File: src/rtl/wdr_pkg.sv
package wdr_pkg;
  localparam int NUM_WD = 2;
  localparam int ADDR_W = 2;

  localparam logic [ADDR_W-1:0] ADDR_SCOPE  = 2'd0;
  localparam logic [ADDR_W-1:0] ADDR_RUN    = 2'd1;
  localparam logic [ADDR_W-1:0] ADDR_IRQCLR = 2'd2;

  // strobes handed from control to datapath, one bit per watchdog
  typedef struct packed {
    logic [NUM_WD-1:0] sysFire;
    logic [NUM_WD-1:0] coreFire;
    logic [NUM_WD-1:0] irqClr;
    logic [NUM_WD-1:0] runSet;
  } wdr_strobes_t;
endpackage

File: src/rtl/wdr_stretch.sv
module wdr_stretch #(
  parameter int LEN = 4
) (
  input  logic clk,
  input  logic rstN,
  input  logic fire,
  output logic active
);
  localparam int CW = $clog2(LEN + 1);

  logic [CW-1:0] remain;

  always_ff @(posedge clk or negedge rstN) begin
    if (!rstN) begin
      remain <= '0;
    end else if (fire) begin
      remain <= CW'(LEN);
    end else if (remain != '0) begin
      remain <= remain - 1'b1;
    end
  end

  assign active = (remain != '0);
endmodule

File: src/rtl/wdr_ctrl.sv
module wdr_ctrl
  import wdr_pkg::*;
(
  input  logic              clk,
  input  logic              rstN,
  input  logic [NUM_WD-1:0] wdTimeout,
  input  logic              regWrEn,
  input  logic [ADDR_W-1:0] regAddr,
  input  logic [NUM_WD-1:0] regWrData,
  output wdr_strobes_t      strobes,
  output logic [NUM_WD-1:0] scopeBits
);
  logic hitScope;
  logic hitRun;
  logic hitClr;

  always_comb begin
    hitScope = regWrEn && (regAddr == ADDR_SCOPE);
    hitRun   = regWrEn && (regAddr == ADDR_RUN);
    hitClr   = regWrEn && (regAddr == ADDR_IRQCLR);

    strobes.sysFire  = wdTimeout & scopeBits;
    strobes.coreFire = wdTimeout & ~scopeBits;
    strobes.irqClr   = hitClr ? regWrData : '0;
    strobes.runSet   = hitRun ? regWrData : '0;
  end

  // scope bits only ever go up from software; a system reset drops them all
  always_ff @(posedge clk or negedge rstN) begin
    if (!rstN) begin
      scopeBits <= '0;
    end else if (|strobes.sysFire) begin
      scopeBits <= '0;
    end else if (hitScope) begin
      scopeBits <= scopeBits | regWrData;
    end
  end
endmodule

File: src/rtl/wdr_datapath.sv
module wdr_datapath
  import wdr_pkg::*;
#(
  parameter int PULSE_LEN = 4
) (
  input  logic              clk,
  input  logic              rstN,
  input  wdr_strobes_t      strobes,
  input  logic [NUM_WD-1:0] coreStop,
  input  logic [NUM_WD-1:0] coreStandby,
  output logic [NUM_WD-1:0] coreRst,
  output logic              sysRst,
  output logic [NUM_WD-1:0] wdRst,
  output logic [NUM_WD-1:0] crossIrq,
  output logic [NUM_WD-1:0] wdFreeze,
  output logic [NUM_WD-1:0] wdClear,
  output logic [NUM_WD-1:0] wdRun
);
  logic sysActive;
  logic [NUM_WD-1:0] coreActive;
  logic [NUM_WD-1:0] anyFire;

  assign anyFire = strobes.sysFire | strobes.coreFire;

  wdr_stretch #(.LEN(PULSE_LEN)) u_sysStretch (
    .clk    (clk),
    .rstN   (rstN),
    .fire   (|strobes.sysFire),
    .active (sysActive)
  );

  assign sysRst = sysActive;

  for (genvar i = 0; i < NUM_WD; i++) begin : g_wd
    localparam int PARTNER = NUM_WD - 1 - i;

    wdr_stretch #(.LEN(PULSE_LEN)) u_coreStretch (
      .clk    (clk),
      .rstN   (rstN),
      .fire   (strobes.coreFire[i]),
      .active (coreActive[i])
    );

    wdr_stretch #(.LEN(PULSE_LEN)) u_wdStretch (
      .clk    (clk),
      .rstN   (rstN),
      .fire   (anyFire[i]),
      .active (wdRst[i])
    );

    // a system reset already covers the cores
    assign coreRst[i] = coreActive[i] & ~sysActive;

    always_ff @(posedge clk or negedge rstN) begin
      if (!rstN) begin
        crossIrq[i] <= 1'b0;
      end else if (anyFire[PARTNER]) begin
        crossIrq[i] <= 1'b1;
      end else if (strobes.irqClr[i]) begin
        crossIrq[i] <= 1'b0;
      end
    end

    always_ff @(posedge clk or negedge rstN) begin
      if (!rstN) begin
        wdRun[i] <= 1'b0;
      end else if (anyFire[i] || coreStandby[i]) begin
        wdRun[i] <= 1'b0;
      end else if (strobes.runSet[i]) begin
        wdRun[i] <= 1'b1;
      end
    end

    always_ff @(posedge clk or negedge rstN) begin
      if (!rstN) begin
        wdFreeze[i] <= 1'b0;
        wdClear[i]  <= 1'b0;
      end else begin
        wdFreeze[i] <= coreStop[i];
        wdClear[i]  <= coreStandby[i];
      end
    end
  end
endmodule

File: src/rtl/wdr_router.sv
module wdr_router
  import wdr_pkg::*;
#(
  parameter int PULSE_LEN = 4
) (
  input  logic              clk,
  input  logic              rstN,
  input  logic [NUM_WD-1:0] wdTimeout,
  input  logic              regWrEn,
  input  logic [ADDR_W-1:0] regAddr,
  input  logic [NUM_WD-1:0] regWrData,
  input  logic [NUM_WD-1:0] coreStop,
  input  logic [NUM_WD-1:0] coreStandby,
  output logic [NUM_WD-1:0] coreRst,
  output logic              sysRst,
  output logic [NUM_WD-1:0] wdRst,
  output logic [NUM_WD-1:0] crossIrq,
  output logic [NUM_WD-1:0] wdFreeze,
  output logic [NUM_WD-1:0] wdClear,
  output logic [NUM_WD-1:0] wdRun
);
  wdr_strobes_t      strobes;
  logic [NUM_WD-1:0] scopeBits;

  wdr_ctrl u_ctrl (
    .clk       (clk),
    .rstN      (rstN),
    .wdTimeout (wdTimeout),
    .regWrEn   (regWrEn),
    .regAddr   (regAddr),
    .regWrData (regWrData),
    .strobes   (strobes),
    .scopeBits (scopeBits)
  );

  wdr_datapath #(.PULSE_LEN(PULSE_LEN)) u_dp (
    .clk         (clk),
    .rstN        (rstN),
    .strobes     (strobes),
    .coreStop    (coreStop),
    .coreStandby (coreStandby),
    .coreRst     (coreRst),
    .sysRst      (sysRst),
    .wdRst       (wdRst),
    .crossIrq    (crossIrq),
    .wdFreeze    (wdFreeze),
    .wdClear     (wdClear),
    .wdRun       (wdRun)
  );
endmodule

File: config.mk
export PLATFORM = sky130hd
export DESIGN_NAME = wdr_router
export DESIGN_NICKNAME = d
export VERILOG_FILES = /design/src/rtl/wdr_pkg.sv /design/src/rtl/wdr_stretch.sv /design/src/rtl/wdr_ctrl.sv /design/src/rtl/wdr_datapath.sv /design/src/rtl/wdr_router.sv
export SDC_FILE = /design/constraint.sdc
export NUM_CORES = 1
export LEC_CHECK = 0
export ABC_AREA = 0
export CAP_MARGIN = 20
export CELL_PAD_IN_SITES_DETAIL_PLACEMENT = 1
export CELL_PAD_IN_SITES_GLOBAL_PLACEMENT = 1
export CORE_UTILIZATION = 40
export DETAILED_ROUTE_END_ITERATION = 12
export PLACE_DENSITY_LB_ADDON = 0.1
export SETUP_SLACK_MARGIN = 0.02
export SLEW_MARGIN = 20
export SYNTH_ARGS = -nofsm -noshare
export SYNTH_HDL_FRONTEND = slang
export SYNTH_HIERARCHICAL = 1
export SYNTH_SLANG_ARGS = --single-unit
File: constraint.sdc
create_clock -name clk -period 1.6 [get_ports clk]
set_input_delay 0.16 -clock clk [delete_from_list [all_inputs] [get_ports clk]]
set_output_delay 0.16 -clock clk [all_outputs]
set_load 0.1 [all_outputs]
==> flow_metrics.py <==
metrics = {
    "synthesis": {
        "netlist_instances": 117,
        "synth_cell_types": 21,
        "synth_compound_area_share_pct": 8.88,
        "synthAdderAreaFrac_pct": 9.35,
        "synth-seq-area-share_pct": 46.7,
        "synth_top_family_by_area": "simple AND/OR/NAND/NOR gates",
        "syn_area_per_cell_um2": 11.4,
        "yosys_warnings": 6,
        "synth_seq_cells": 25,
        "synth_nets": 140,
        "synth_mux_area_share_pct": 4.21,
        "synth_simple_gate_area_share_pct": 27.5,
        "synth_xor_area_share_pct": 0,
        "synth_area_um2": 1340,
    },
    "detailed_routing": {
        "dr.pass1.iters": 3,
        "wirelength_met1_mm": 1.27,
        "wl_met3_um": 88,
        "vias_per_cell": 4.92,
        "dr.max_layer_used": "met4",
        "met2_length_mm": 1.79,
        "drc_errors": 0,
        "wire_per_inst_um": 15.7,
        "via_count": 1013,
        "routed_wl_mm": 3.23,
        "drtIter0Drc": 19,
        "postRouteAntennaNets": 0,
    },
    "clock_network": {
        "cts.sinks": 25,
        "cts_made_buffers": 3,
        "clkLatencyLatePin_ns": 0.33,
        "ctsLongestPathBuffers": 2,
        "cts_max_level": 1,
        "root_buffer": "clkbuf_4",
        "cts_hold_buffers": 0,
        "cts.clk_slew.worst_paths_ns": 0.13,
        "cts_tree": "yes",
    },
    "die": {
        "core-area_um2": 3100,
        "start_util_pct": 43.1,
        "io_pins": 26,
        "std_cell_rows": 20,
        "die-height_um": 59.9,
        "fp.dieArea_um2": 3580,
        "die_w_um": 59.9,
    },
    "grt": {
        "grt_max_degree": 26,
        "grt_overflow": 0,
        "antenna_found_initial": 0,
        "grt_pass1_wl_mm": 4.73,
        "grt_pass1_vias": 1097,
        "grtUsageTotal_pct": 18.1,
    },
    "placement": {
        "postPlaceCellArea_um2": 1840,
        "port_buffers": 25,
        "pre_cts_ws_ns": 0.0160,
        "place_congestion": 0.715,
        "hpwl_mm": 2.19,
    },
    "worst_hold_path": {
        "hold_class": "primary input to async pin",
    },
    "sta": {
        "slew_headroom_pct": 78.0,
        "max_freq_ghz": 0.637,
        "setup_slack_ns": 0.0313,
        "rsz0062_at_grt": "true",
        "slew_violations": 0,
        "timing.final.crit_share_pct": 98.0,
        "worst_slew_pin_slew_ns": 0.329,
        "setup_violations": 0,
        "skew_ns": 0.00895,
        "hold_viol": 0,
        "period_needed_ns": 1.57,
    },
    "finish": {
        "fin_area_um2": 1990,
        "drive_above_1_share_pct": 36.4,
        "nets": 186,
        "fillers": 343,
        "area_growth_pct": 48.3,
        "antenna_cells": 0,
    },
    "worst_setup_path": {
        "path_class": "flop to primary output",
        "arrival_ns": 1.41,
        "crit_path_max_fanout": 3,
        "crit_required_ns": 1.44,
        "slowest_stage": "dfrtp_1",
        "startpoint_type": "flop",
        "path_cells": "inv_2, ha_4, nand2b_4, nor2b_4, buf_12",
        "critPathMaxStageDelay_ns": 0.42,
        "end_kind": "primary output",
    },
    "power_and_ir_drop": {
        "power_density_nw_per_um2": 1920,
        "ir_drop_mv": 1.08,
        "leakage_uw": 0.000932,
    },
    "status": {
        "outcome": "finished clean",
    },
    "job": {
        "cap_violations": 0,
    },
}
## sequential cells by signal, summed over array words and instances, names as in the netlist
signal	flops
u_dp/wdFreeze	2
u_dp/u_sysStretch/remain	3
u_dp/g_wd.u_wdStretch/remain	6
u_dp/g_wd.u_coreStretch/remain	6
u_dp/wdClear	2
u_ctrl/scopeBits	2
u_dp/crossIrq	2
u_dp/wdRun	2
## routing by layer
layer / up-vias / GRT usage, %
met5: - / 0
met4: 0 / 3.99
met3: 6 / 5.19
met2: 17 / 34.9
met1: 502 / 19.1
li1: 488 / -
## path summary, 6_finish.rpt
kind                                                          from                                                to  slack, ns  cells after the start
hold / removal                                                rstN  u_dp/g_wd[0].u_coreStretch/remain[1]$_DFFE_PN0P_       0.18                      2
min in group clk                                       coreStop[0]                        u_dp/wdFreeze[0]$_DFF_PN0_       0.26                      1
setup reg to reg           u_dp/u_sysStretch/remain[1]$_DFFE_PN0P_           u_dp/u_sysStretch/remain[1]$_DFFE_PN0P_       0.16                      6
setup / recovery           u_dp/u_sysStretch/remain[1]$_DFFE_PN0P_                                        coreRst[1]       0.03                      5
max in group asynchronous                                     rstN                   u_ctrl/scopeBits[1]$_DFFE_PN0P_       1.17                      2
hold reg to reg                       u_dp/crossIrq[1]$_DFFE_PN0P_                      u_dp/crossIrq[1]$_DFFE_PN0P_       0.56                      1
## what timing repair did
action	4_1_cts	5_1_grt
endpoints found under the setup margin	2	3
resized for setup	4	4
pin swaps	1	2
setup buffers	6	5
## cell usage in the layout, fill, tap and decap left out, types with 2 or more instances in the layout
cell type        synthesis  layout
a211o_1                  5       5
a211oi_1                 5       5
a21o_1                   2       2
and2_1                   2       2
and2b_1                  5       5
and3_1                   2       2
and4b_2                  2       2
and4bb_2                 2       2
buf_12                   0      14
buf_4                    0      15
clkbuf_4                 0       3
clkdlybuf4s50_1          0      12
dfrtp_1                 25      25
ha_1                    10       7
ha_4                     0       3
inv_1                   12       8
inv_2                    0       4
mux2_2                   5       5
nand2b_4                 5       5
nor2_1                  12      12
nor2b_1                 10       8
nor2b_4                  0       2
nor3_2                   2       2
nor3b_1                  5       5
o21a_1                   2       2
or2_4                    2       2
## Yosys cell counts
library cell	instances	area share [%]
dfrtp_1	25	47
inv_1	12	3.4
nor2_1	12	3.4
ha_1	10	9.3
nor2b_1	10	4.7
a211o_1	5	3.3
a211oi_1	5	2.8
and2b_1	5	2.8
mux2_2	5	4.2
nand2b_4	5	5.1
nor3b_1	5	2.8
a21o_1	2	1.1
and2_1	2	0.93
and3_1	2	0.93
and4b_2	2	1.7
and4bb_2	2	1.9
nor3_2	2	1.5
o21a_1	2	1.1
or2_4	2	1.3
a22oi_1	1	0.56
or2_1	1	0.47
## cell type report
type,instances,area (um2),share of cell area (%)
well taps,44,55.1,2.77
multi-input cells,80,721,36.3
inverters,12,45.0,2.27
flip-flops and latches,25,626,31.5
repair buffers,41,513,25.8
clock buffers,4,26.3,1.32
## per-stage QoR
step / instances / util (%) / hold slack (ns) / TNS, ns / total power [uW]
final: 206 / 64.0 / 0.182 / 0 / 3810
after global routing: 206 / 64.0 / 0.195 / -0.0579 / 4050
after CTS: 201 / 62.1 / 0.197 / 0 / 3630
after detailed placement: 191 / 59.3 / 0.538 / 0 / 3170
after global placement: 191 / 59.3 / 0.532 / 0 / 3060
after floorplan: 117 / - / -0.136 / 0 / 2510
## worst max-delay path: cells and delay by family, from the launching register on
| kind | cells | cell delay, ns |
|---|---|---|
| flops | 1 | 0.42 |
| simple gates | 2 | 0.23 |
| buf+inv | 2 | 0.27 |
| fa+ha+maj | 1 | 0.16 |
## cells by family after synthesis
| group | after synthesis |
|---|---|
| and+or+nand+nor | 50 |
| DFF | 25 |
| AOI/OAI and AO/OA | 15 |
| buffers and inverters | 12 |
| adders and majority gates | 10 |
| muxes | 5 |
## report_power, final
part	switching (uW)	internal (uW)	total [uW]
Combinational	1280	1200	2490
Sequential	185	852	1040
Clock	187	97.8	285
Total	1660	2150	3810
No activity file was read; power rests on OpenSTA's default activity.
